**config.mk**
```make
export PLATFORM = sky130hd
export DESIGN_NAME = dma_ecc_errlog
export DESIGN_NICKNAME = d
export VERILOG_FILES = /design/src/rtl/ecc_errlog_pkg.sv /design/src/rtl/ecc_class_rec.sv /design/src/rtl/ecc_far_latch.sv /design/src/rtl/ecc_reg_port.sv /design/src/rtl/dma_ecc_errlog.sv
export SDC_FILE = /design/constraint.sdc
export NUM_CORES = 1
export LEC_CHECK = 0
export CAP_MARGIN = 20
export CORE_ASPECT_RATIO = 0.6
export CORE_MARGIN = 10
export CORE_UTILIZATION = 24
export CTS_CLUSTER_DIAMETER = 200
export CTS_CLUSTER_SIZE = 24
export DETAILED_ROUTE_END_ITERATION = 6
export DONT_BUFFER_PORTS = 1
export REMOVE_ABC_BUFFERS = 1
export SLEW_MARGIN = 10
export SYNTH_ARGS = -nofsm -noshare
export SYNTH_HDL_FRONTEND = slang
export SYNTH_HIERARCHICAL = 1
export SYNTH_SLANG_ARGS = --single-unit
```
**constraint.sdc**
```tcl
create_clock -name clk -period 3.4 [get_ports clk]
set_clock_uncertainty 0.15 [all_clocks]
set_input_delay 0.34 -clock clk [delete_from_list [all_inputs] [get_ports clk]]
set_output_delay 0.34 -clock clk [all_outputs]
set_load 0.01 [all_outputs]
```
**src/rtl/ecc_errlog_pkg.sv**
```systemverilog
`timescale 1ns/1ps
package ecc_errlog_pkg;

  // Flag positions inside a status word
  localparam int BIT_PRD = 62;
  localparam int BIT_PWR = 61;
  localparam int BIT_SRD = 59;
  localparam int BIT_SWR = 58;
  localparam int BIT_SXL = 57;
  localparam int BIT_PXL = 56;

  // Detail field positions
  localparam int SYN_LO = 48;
  localparam int BM_LO  = 32;
  localparam int DW_LO  = 29;
  localparam int BLK_B  = 23;

  typedef struct packed {
    logic        write;
    logic        xlat;
    logic [15:0] bmask;
    logic [2:0]  dw;
    logic [7:0]  synd;
    logic        blk;
  } ecc_evt_t;

  function automatic logic [63:0] flag_bits(input bit has_xlat);
    logic [63:0] r;
    r = '0;
    r[BIT_PRD] = 1'b1;
    r[BIT_PWR] = 1'b1;
    r[BIT_SRD] = 1'b1;
    r[BIT_SWR] = 1'b1;
    r[BIT_SXL] = has_xlat;
    r[BIT_PXL] = has_xlat;
    return r;
  endfunction

  function automatic logic [63:0] prim_bits(input bit has_xlat);
    logic [63:0] r;
    r = '0;
    r[BIT_PRD] = 1'b1;
    r[BIT_PWR] = 1'b1;
    r[BIT_PXL] = has_xlat;
    return r;
  endfunction

  function automatic logic [63:0] detail_bits();
    logic [63:0] r;
    r = '0;
    r[55:23] = '1;
    return r;
  endfunction

  function automatic logic [2:0] dword_ofs(input logic [5:0] low_addr);
    return low_addr[5:3];
  endfunction

  function automatic logic [63:0] pack_detail(input ecc_evt_t e, input bit has_synd);
    logic [63:0] r;
    r = '0;
    r[BM_LO +: 16] = e.bmask;
    r[DW_LO +: 3]  = e.dw;
    r[BLK_B]       = e.blk;
    if (has_synd) r[SYN_LO +: 8] = e.synd;
    return r;
  endfunction

endpackage

```
**src/rtl/ecc_class_rec.sv**
```systemverilog
`timescale 1ns/1ps
module ecc_class_rec
  import ecc_errlog_pkg::*;
#(
  parameter bit HAS_XLAT = 1'b1,
  parameter bit HAS_SYND = 1'b0
) (
  input  logic        clk,
  input  logic        rst_n,
  input  logic        ev_valid,
  input  ecc_evt_t    ev,
  input  logic        clr_en,
  input  logic [63:0] clr_bits,
  output logic [63:0] status,
  output logic        took_primary,
  output logic        irq
);

  localparam logic [63:0] FLAGS  = flag_bits(HAS_XLAT);
  localparam logic [63:0] PRIM   = prim_bits(HAS_XLAT);
  localparam logic [63:0] DETAIL = detail_bits();

  logic [63:0] stat_q, kept, setv, det, stat_d;
  logic        xl_hit;

  generate
    if (HAS_XLAT) begin : g_xlat
      assign xl_hit = ev.xlat;
    end else begin : g_noxlat
      assign xl_hit = 1'b0 & ev.xlat;
    end
  endgenerate

  always_comb begin
    kept = clr_en ? (stat_q & ~(clr_bits & FLAGS)) : stat_q;
    took_primary = ev_valid && ((kept & PRIM) == '0);
    setv = '0;
    if (ev_valid) begin
      if (took_primary) begin
        setv[ev.write ? BIT_PWR : BIT_PRD] = 1'b1;
        if (xl_hit) setv[BIT_PXL] = 1'b1;
      end else begin
        setv[ev.write ? BIT_SWR : BIT_SRD] = 1'b1;
        if (xl_hit) setv[BIT_SXL] = 1'b1;
      end
    end
    det = pack_detail(ev, HAS_SYND);
    stat_d = took_primary ? ((kept & ~DETAIL) | det | setv) : (kept | setv);
  end

  always_ff @(posedge clk) begin
    if (!rst_n) stat_q <= '0;
    else        stat_q <= stat_d;
  end

  assign status = stat_q;
  assign irq    = |(stat_q & FLAGS);


  sec_keeps_detail_chk: assert property (@(posedge clk) disable iff (!rst_n)
    (ev_valid && !took_primary) |=> ((status & DETAIL) == $past(status & DETAIL)));


  sec_needs_prim_chk: assert property (@(posedge clk) disable iff (!rst_n)
    (ev_valid && !took_primary) |-> ((status & PRIM) != '0));


  prim_offset_chk: assert property (@(posedge clk) disable iff (!rst_n)
    took_primary |=> (status[DW_LO +: 3] == $past(ev.dw)));


  irq_rise_chk: assert property (@(posedge clk) disable iff (!rst_n)
    $rose(irq) |-> $past(ev_valid));


  irq_fall_chk: assert property (@(posedge clk) disable iff (!rst_n)
    $fell(irq) |-> $past(clr_en));

endmodule

```
**src/rtl/ecc_far_latch.sv**
```systemverilog
`timescale 1ns/1ps
module ecc_far_latch #(
  parameter int AW = 34
) (
  input  logic          clk,
  input  logic          rst_n,
  input  logic          ue_take,
  input  logic [AW-1:0] ue_addr,
  input  logic          ce_take,
  input  logic [AW-1:0] ce_addr,
  output logic [63:0]   far
);

  localparam int PAD = 64 - AW;

  logic [63:0] far_q;

  always_ff @(posedge clk) begin
    if (!rst_n)       far_q <= '0;
    else if (ue_take) far_q <= {{PAD{1'b0}}, ue_addr};
    else if (ce_take) far_q <= {{PAD{1'b0}}, ce_addr};
  end

  assign far = far_q;


  ue_wins_chk: assert property (@(posedge clk) disable iff (!rst_n)
    (ue_take && ce_take) |=> (far[AW-1:0] == $past(ue_addr)));


  far_hold_chk: assert property (@(posedge clk) disable iff (!rst_n)
    (!ue_take && !ce_take) |=> $stable(far));

endmodule

```
**src/rtl/ecc_reg_port.sv**
```systemverilog
`timescale 1ns/1ps
module ecc_reg_port #(
  parameter int          OW        = 8,
  parameter int unsigned UE_OFS    = 32'h30,
  parameter int unsigned FAR_OFS   = 32'h38,
  parameter int unsigned CE_OFS    = 32'h40,
  parameter int unsigned FAR_ALIAS = 32'h48
) (
  input  logic          reg_wen,
  input  logic [OW-1:0] reg_ofs,
  input  logic [63:0]   ue_status,
  input  logic [63:0]   ce_status,
  input  logic [63:0]   fault_addr,
  output logic          ue_clr_en,
  output logic          ce_clr_en,
  output logic [63:0]   reg_rdata
);

  localparam logic [OW-1:0] A_UE  = UE_OFS[OW-1:0];
  localparam logic [OW-1:0] A_CE  = CE_OFS[OW-1:0];
  localparam logic [OW-1:0] A_FAR = FAR_OFS[OW-1:0];
  localparam logic [OW-1:0] A_ALI = FAR_ALIAS[OW-1:0];

  assign ue_clr_en = reg_wen && (reg_ofs == A_UE);
  assign ce_clr_en = reg_wen && (reg_ofs == A_CE);

  always_comb begin
    if (reg_ofs == A_UE)                             reg_rdata = ue_status;
    else if (reg_ofs == A_CE)                        reg_rdata = ce_status;
    else if (reg_ofs == A_FAR || reg_ofs == A_ALI)   reg_rdata = fault_addr;
    else                                             reg_rdata = '0;
  end

endmodule

```
**src/rtl/dma_ecc_errlog.sv**
```systemverilog
`timescale 1ns/1ps
module dma_ecc_errlog
  import ecc_errlog_pkg::*;
#(
  parameter int          AW        = 34,
  parameter int          OW        = 8,
  parameter int unsigned UE_OFS    = 32'h30,
  parameter int unsigned FAR_OFS   = 32'h38,
  parameter int unsigned CE_OFS    = 32'h40,
  parameter int unsigned FAR_ALIAS = 32'h48
) (
  input  logic          clk,
  input  logic          rst_n,
  input  logic          ue_valid,
  input  logic          ue_write,
  input  logic          ue_xlat,
  input  logic [15:0]   ue_bmask,
  input  logic [AW-1:0] ue_addr,
  input  logic          ue_blk,
  input  logic          ce_valid,
  input  logic          ce_write,
  input  logic [15:0]   ce_bmask,
  input  logic [AW-1:0] ce_addr,
  input  logic [7:0]    ce_synd,
  input  logic          ce_blk,
  input  logic          reg_wen,
  input  logic [OW-1:0] reg_ofs,
  input  logic [63:0]   reg_wdata,
  output logic [63:0]   reg_rdata,
  output logic [63:0]   ue_status,
  output logic [63:0]   ce_status,
  output logic [63:0]   fault_addr,
  output logic          ue_irq,
  output logic          ce_irq
);

  ecc_evt_t ue_ev, ce_ev;
  logic     ue_take, ce_take, ue_clr_en, ce_clr_en;

  always_comb begin
    ue_ev       = '0;
    ue_ev.write = ue_write;
    ue_ev.xlat  = ue_xlat;
    ue_ev.bmask = ue_bmask;
    ue_ev.dw    = dword_ofs(ue_addr[5:0]);
    ue_ev.blk   = ue_blk;
    ce_ev       = '0;
    ce_ev.write = ce_write;
    ce_ev.bmask = ce_bmask;
    ce_ev.dw    = dword_ofs(ce_addr[5:0]);
    ce_ev.synd  = ce_synd;
    ce_ev.blk   = ce_blk;
  end

  ecc_reg_port #(
    .OW(OW), .UE_OFS(UE_OFS), .FAR_OFS(FAR_OFS),
    .CE_OFS(CE_OFS), .FAR_ALIAS(FAR_ALIAS)
  ) u_port (
    .reg_wen   (reg_wen),
    .reg_ofs   (reg_ofs),
    .ue_status (ue_status),
    .ce_status (ce_status),
    .fault_addr(fault_addr),
    .ue_clr_en (ue_clr_en),
    .ce_clr_en (ce_clr_en),
    .reg_rdata (reg_rdata)
  );

  ecc_class_rec #(.HAS_XLAT(1'b1), .HAS_SYND(1'b0)) u_ue (
    .clk         (clk),
    .rst_n       (rst_n),
    .ev_valid    (ue_valid),
    .ev          (ue_ev),
    .clr_en      (ue_clr_en),
    .clr_bits    (reg_wdata),
    .status      (ue_status),
    .took_primary(ue_take),
    .irq         (ue_irq)
  );

  ecc_class_rec #(.HAS_XLAT(1'b0), .HAS_SYND(1'b1)) u_ce (
    .clk         (clk),
    .rst_n       (rst_n),
    .ev_valid    (ce_valid),
    .ev          (ce_ev),
    .clr_en      (ce_clr_en),
    .clr_bits    (reg_wdata),
    .status      (ce_status),
    .took_primary(ce_take),
    .irq         (ce_irq)
  );

  ecc_far_latch #(.AW(AW)) u_far (
    .clk    (clk),
    .rst_n  (rst_n),
    .ue_take(ue_take),
    .ue_addr(ue_addr),
    .ce_take(ce_take),
    .ce_addr(ce_addr),
    .far    (fault_addr)
  );


  ce_no_xlat_chk: assert property (@(posedge clk) disable iff (!rst_n)
    (ce_status[57:56] == 2'b00));

endmodule

```
Word-level counts from Yosys, hierarchy flattened. Cells that the tools add are included.

$lt $le $gt $ge: 8. Muxes and demuxes: 27. Bitwise gates (word level): 10. Reduce and logical (&&, ||, !) cells: 14. Eq/ne operators: 4.

Operators with widths (number): $mux W64 (10); $or A64 B64 Y64 (4); $and A64 B64 Y64 (2); $ge A32 B1 Y1 const B (4); $logic_not A64 Y1 (2); $lt A32 B8 Y1 const B (4); $not A63 Y64 (2); $mux W34 (3); $or A64 B48 Y64 (1); $or A64 B56 Y64 (1); $demux W1 S6 (4); $eq A8 B6 Y1 const B (2); $eq A8 B7 Y1 const B (2); $logic_and A1 B1 Y1 (8); $mux W1 (8); $reduce_or A6 Y1 (1); $mux W2 (2); $reduce_or A4 Y1 (1); $reduce_bool A2 Y1 (1); $logic_or A1 B1 Y1 (1).

Bits in registers: 162. Logic and storage cells: 66. Bits of input ports: 190.

Depth between registers and ports, before layout.
Depth after elaboration: 10. Gate-level depth with buffers: 12. Depth with buffers taken out: 8.

Cells and area by module. Netlist, hierarchy kept.

Modules (own cells, without submodules): ecc_reg_port (area an instance 2687.6 um^2, instances 1, cells each 341, sequential area each 0.0 um^2); ecc_far_latch (area an instance 2075.7 um^2, instances 1, cells each 182, sequential area each 680.7 um^2); ecc_class_rec (u_ce) (area an instance 1546.5 um^2, instances 1, cells each 176, sequential area each 640.6 um^2); ecc_class_rec (u_ue) (area an instance 1380.1 um^2, instances 1, cells each 161, sequential area each 520.5 um^2); dma_ecc_errlog (area an instance 3.8 um^2, instances 1, cells each 1, sequential area each 0.0 um^2).

Worst setup path after synthesis. No wires, ideal clock.

Path kind: input-to-reg. From: input port reg_ofs[5]. To: register u_far.far_q[10] (netlist: u_far/far[10]). Stages: 11. Data required time: 3.134 ns. Setup slack: 0.458 ns. Library setup time: 0.116 ns. Arrival: 2.676 ns. Cells stage by stage: nor3b_1 -> buf_2 -> buf_1 -> and3_1 -> a21boi_1 -> nor3b_4 -> buf_6 -> buf_6 -> buf_12 -> mux2_4 -> o211a_1.

Cells in the longest elaborated chain, start to end: 6.

RTL lines: start, declared (RTL line dma_ecc_errlog.sv:27) `input logic [OW-1:0] reg_ofs,`; $eq A8 B7 Y1 (RTL line ecc_reg_port.sv:25) `assign ce_clr_en = reg_wen && (reg_ofs == A_CE);`; $logic_and A1 B1 Y1 (RTL line ecc_reg_port.sv:25); named net ce_clr_en (RTL line dma_ecc_errlog.sv:38) `logic ue_take, ce_take, ue_clr_en, ce_clr_en;`; $mux W64 (RTL line ecc_class_rec.sv:35) `kept = clr_en ? (stat_q & ~(clr_bits & FLAGS)) : stat_q;`; $logic_not A64 Y1 (RTL line ecc_class_rec.sv:36) `took_primary = ev_valid && ((kept & PRIM) == '0);`; $logic_and A1 B1 Y1 (RTL line ecc_class_rec.sv:36); named net ce_take (RTL line dma_ecc_errlog.sv:38); $reduce_bool A2 Y1 (no source line); end signal, assigned (RTL line ecc_far_latch.sv:20) `else if (ue_take) far_q <= {{PAD{1'b0}}, ue_addr};`; end signal, assigned (RTL line ecc_far_latch.sv:21) `else if (ce_take) far_q <= {{PAD{1'b0}}, ce_addr};`; end, declared (RTL line ecc_far_latch.sv:16) `logic [63:0] far_q;`.

The timed path passes the listed nets, and every way through them passes these cells. A chain may end at the register's enable or synchronous reset.

Worst setup path in the final report.
From: input port reg_ofs[1]. To: register u_ue.stat_q[44] (netlist: u_ue/status[44]).

Cells in the longest elaborated chain, start to end: 9.

RTL lines: $eq A8 B6 Y1 * (RTL line ecc_reg_port.sv:24) `assign ue_clr_en = reg_wen && (reg_ofs == A_UE);`; $logic_and A1 B1 Y1 * (RTL line ecc_reg_port.sv:24); named net ue_clr_en (RTL line dma_ecc_errlog.sv:38); $mux W64 * (RTL line ecc_class_rec.sv:35); $logic_not A64 Y1 * (RTL line ecc_class_rec.sv:36); $logic_and A1 B1 Y1 * (RTL line ecc_class_rec.sv:36); named net ue_take (RTL line dma_ecc_errlog.sv:38); $mux W64 (RTL line ecc_class_rec.sv:39) `if (took_primary) begin`; $mux W64 (RTL line ecc_class_rec.sv:38) `if (ev_valid) begin`; $or A64 B64 Y64 (RTL line ecc_class_rec.sv:48) `stat_d = took_primary ? ((kept & ~DETAIL) | det | setv) : (kept | setv);`; $mux W64 * (RTL line ecc_class_rec.sv:48); end signal, assigned (RTL line ecc_class_rec.sv:53) `else stat_q <= stat_d;`; end, declared (RTL line ecc_class_rec.sv:23) `logic [63:0] stat_q, kept, setv, det, stat_d;`.

The timed path passes the listed nets; every way through them passes the cells marked *.

==> impl_metrics.py <==
metrics = {
    "run_status": {
        "status": "complete, no violations",
    },
    "worst_setup_path": {
        "cp_cell_sequence": "nor4_4, and2_1, and3_1, a21boi_1, or4b_4, inv_6, buf_4, mux2i_1, dlygate4sd3_1",
        "start_kind": "input port",
        "cp_max_fo": 18,
        "worst-setup-path-type": "in -> reg",
        "crit_required_ns": 3.56,
        "reg2reg_depth": 6,
        "slowest_delay_ns": 0.59,
        "critPathArrivalTime_ns": 3.23,
        "end_kind": "register",
        "critPathSlowestCell": "or4b_4",
    },
    "sta": {
        "clock.fmax_mhz": 326,
        "rsz0062_at_grt": "false",
        "fin_tns_setup_ns": 0,
        "slew_headroom": 0.548,
        "drv_slew": 0,
        "post-route-min-period_ns": 3.07,
        "min_period_over_period": 0.902,
        "setup_ws_ns": 0.332,
        "hold_viol": 0,
        "max_slew.worst_pin.slew_ns": 0.678,
        "setup_viol": 0,
    },
    "layout": {
        "drive_above_1_share": 0.0855,
        "syn_to_final_growth_pct": 10.4,
        "fin_nets": 1039,
        "postLayoutCoreUtil": 0.270,
        "final-seq-area_um2": 1840,
        "multi_input_area_um2": 4850,
        "finalNonFillerCells": 1273,
        "fill_cells": 3339,
    },
    "cts": {
        "htree_num_levels": 3,
        "cts_root_buf": "clkbuf_16",
        "cts_tree": "yes",
        "cts_made_buffers": 9,
        "clockBufferDepth": 2,
        "path_clk_slew_ns": 0.08,
        "clock_latency_ns": 0.37,
        "clkSinkCount": 92,
    },
    "place": {
        "place_ws_ns": 0.439,
        "dp.cells": 1177,
        "routabilityCongestion": 0.770,
        "place_hpwl_mm": 21.0,
        "port_buffers": 0,
    },
    "floorplan": {
        "die_x_um": 251,
        "num_io_pins": 448,
        "start_util": 0.245,
        "fp-row-count": 50,
        "dieArea_um2": 39800,
        "core_area_um2": 31400,
        "die_h_um": 159,
    },
    "pwr": {
        "power_w": 0.00313,
        "power.leakage_nw": 3.38,
        "irDropWorstVdd_v": 0.000205,
        "powerDensity_nw_per_um2": 369,
    },
    "min_path": {
        "holdPathStages": 3,
        "hold_path.class": "in -> reg",
    },
    "drt": {
        "drt_iter0_drc": 474,
        "viasPerCell": 5.55,
        "first_pass_iters": 7,
        "route.detailed.drc": 0,
        "routedWlPerCell_um": 25.6,
        "ant_nets": 0,
        "drt-total-wl_mm": 32.6,
        "vias": 7064,
    },
    "grt": {
        "grt_pass1_vias": 7240,
        "gr-total-overflow": 0,
        "antenna_found_initial": 5,
        "grt_first_pass_wirelength_mm": 47.3,
        "grt_max_degree": 130,
        "grt_usage": 0.153,
    },
    "yosys": {
        "synthesis.instances": 860,
        "synth_area_um2": 7690,
        "syn_area_per_cell_um2": 8.94,
        "yosysWarnings": 6,
    },
    "run": {
        "maxCapViolCount": 0,
    },
}
[placed cells by master, fill, tap and decap left out, drive strengths merged]
cell type / n
a2bb2oi: 64
or4: 1
nand2b: 34
a21boi: 5
nor4: 2
mux2: 34
nor3b: 3
nor4b: 1
clkbuf: 9
diode: 3
inv: 7
o2111ai: 64
o211a: 34
o21a: 3
and3: 2
and3b: 1
dlygate4sd3: 76
conb: 100
o211ai: 64
o31ai: 1
clkinvlp: 1
mux2i: 48
nand3: 9
dfxtp: 92
clkinv: 1
nor2: 2
nand3b: 1
and2: 1
nor4bb: 64
buf: 15
o21ai: 6
nand2: 108
or4b: 1
[worst max-delay path, delay by kind of cell]
kind | cells | cell delay, ns
compound gates | 1 | 0.15
simple gates | 4 | 1.49
mux | 1 | 0.20
buf+inv | 3 | 1.04
[metrics by stage]
stage	hold WS (ns)	area (µm²)
after floorplan	0.291	6690
after global placement	0.294	7400
after detailed placement	0.296	7400
after CTS	0.000624	8480
after global routing	0.0285	8490
final	0.0349	8490
[state kept, by name, summed over array words and instances (netlist names)]
signal / flops
u_ce/status: 32
u_far/far: 34
u_ue/status: 26
[timing repair]
| item | in CTS | in global routing |
|---|---|---|
| hold buffers | 77 | 0 |
| setup buffers | 0 | 0 |
| gates resized for setup | 0 | 0 |
| endpoints found under the hold margin | 92 | 0 |
| setup endpoints to repair | 0 | 0 |
[report_power, final]
part,switching (W),internal [W]
Clock,0.000524,0.000517
Combinational,0.000378,0.000350
Sequential,0.000177,0.00119
Total,0.00108,0.00205
[worst paths after layout]
check / from / slack (ns) / to
max: reg_ofs[1] / 0.33 / u_ue/status[44]
min: reg_wdata[58] / 0.03 / u_ue/status[58]
max reg2reg: u_ue/status[61] / 0.77 / u_ue/status[44]
min reg2reg: u_ce/status[46] / 0.38 / u_ce/status[46]
[per-layer routing]
layer	vias to the layer above	routed length, µm	GRT usage
met5	-	0	0
met4	0	554	0.0483
met3	49	3320	0.0585
met2	442	15900	0.261
met1	3522	12800	0.174
li1	3051	-	-
[final cells by class]
cell class,count,area share
flip-flops and latches,92,0.217
diodes,3,0.000884
clock inverters,7,0.00766
well taps,416,0.0613
clock buffers,9,0.0265
inverters,2,0.00147
repair buffers,91,0.114
multi-input cells,653,0.571
No activity file was read; power rests on OpenSTA's default activity.
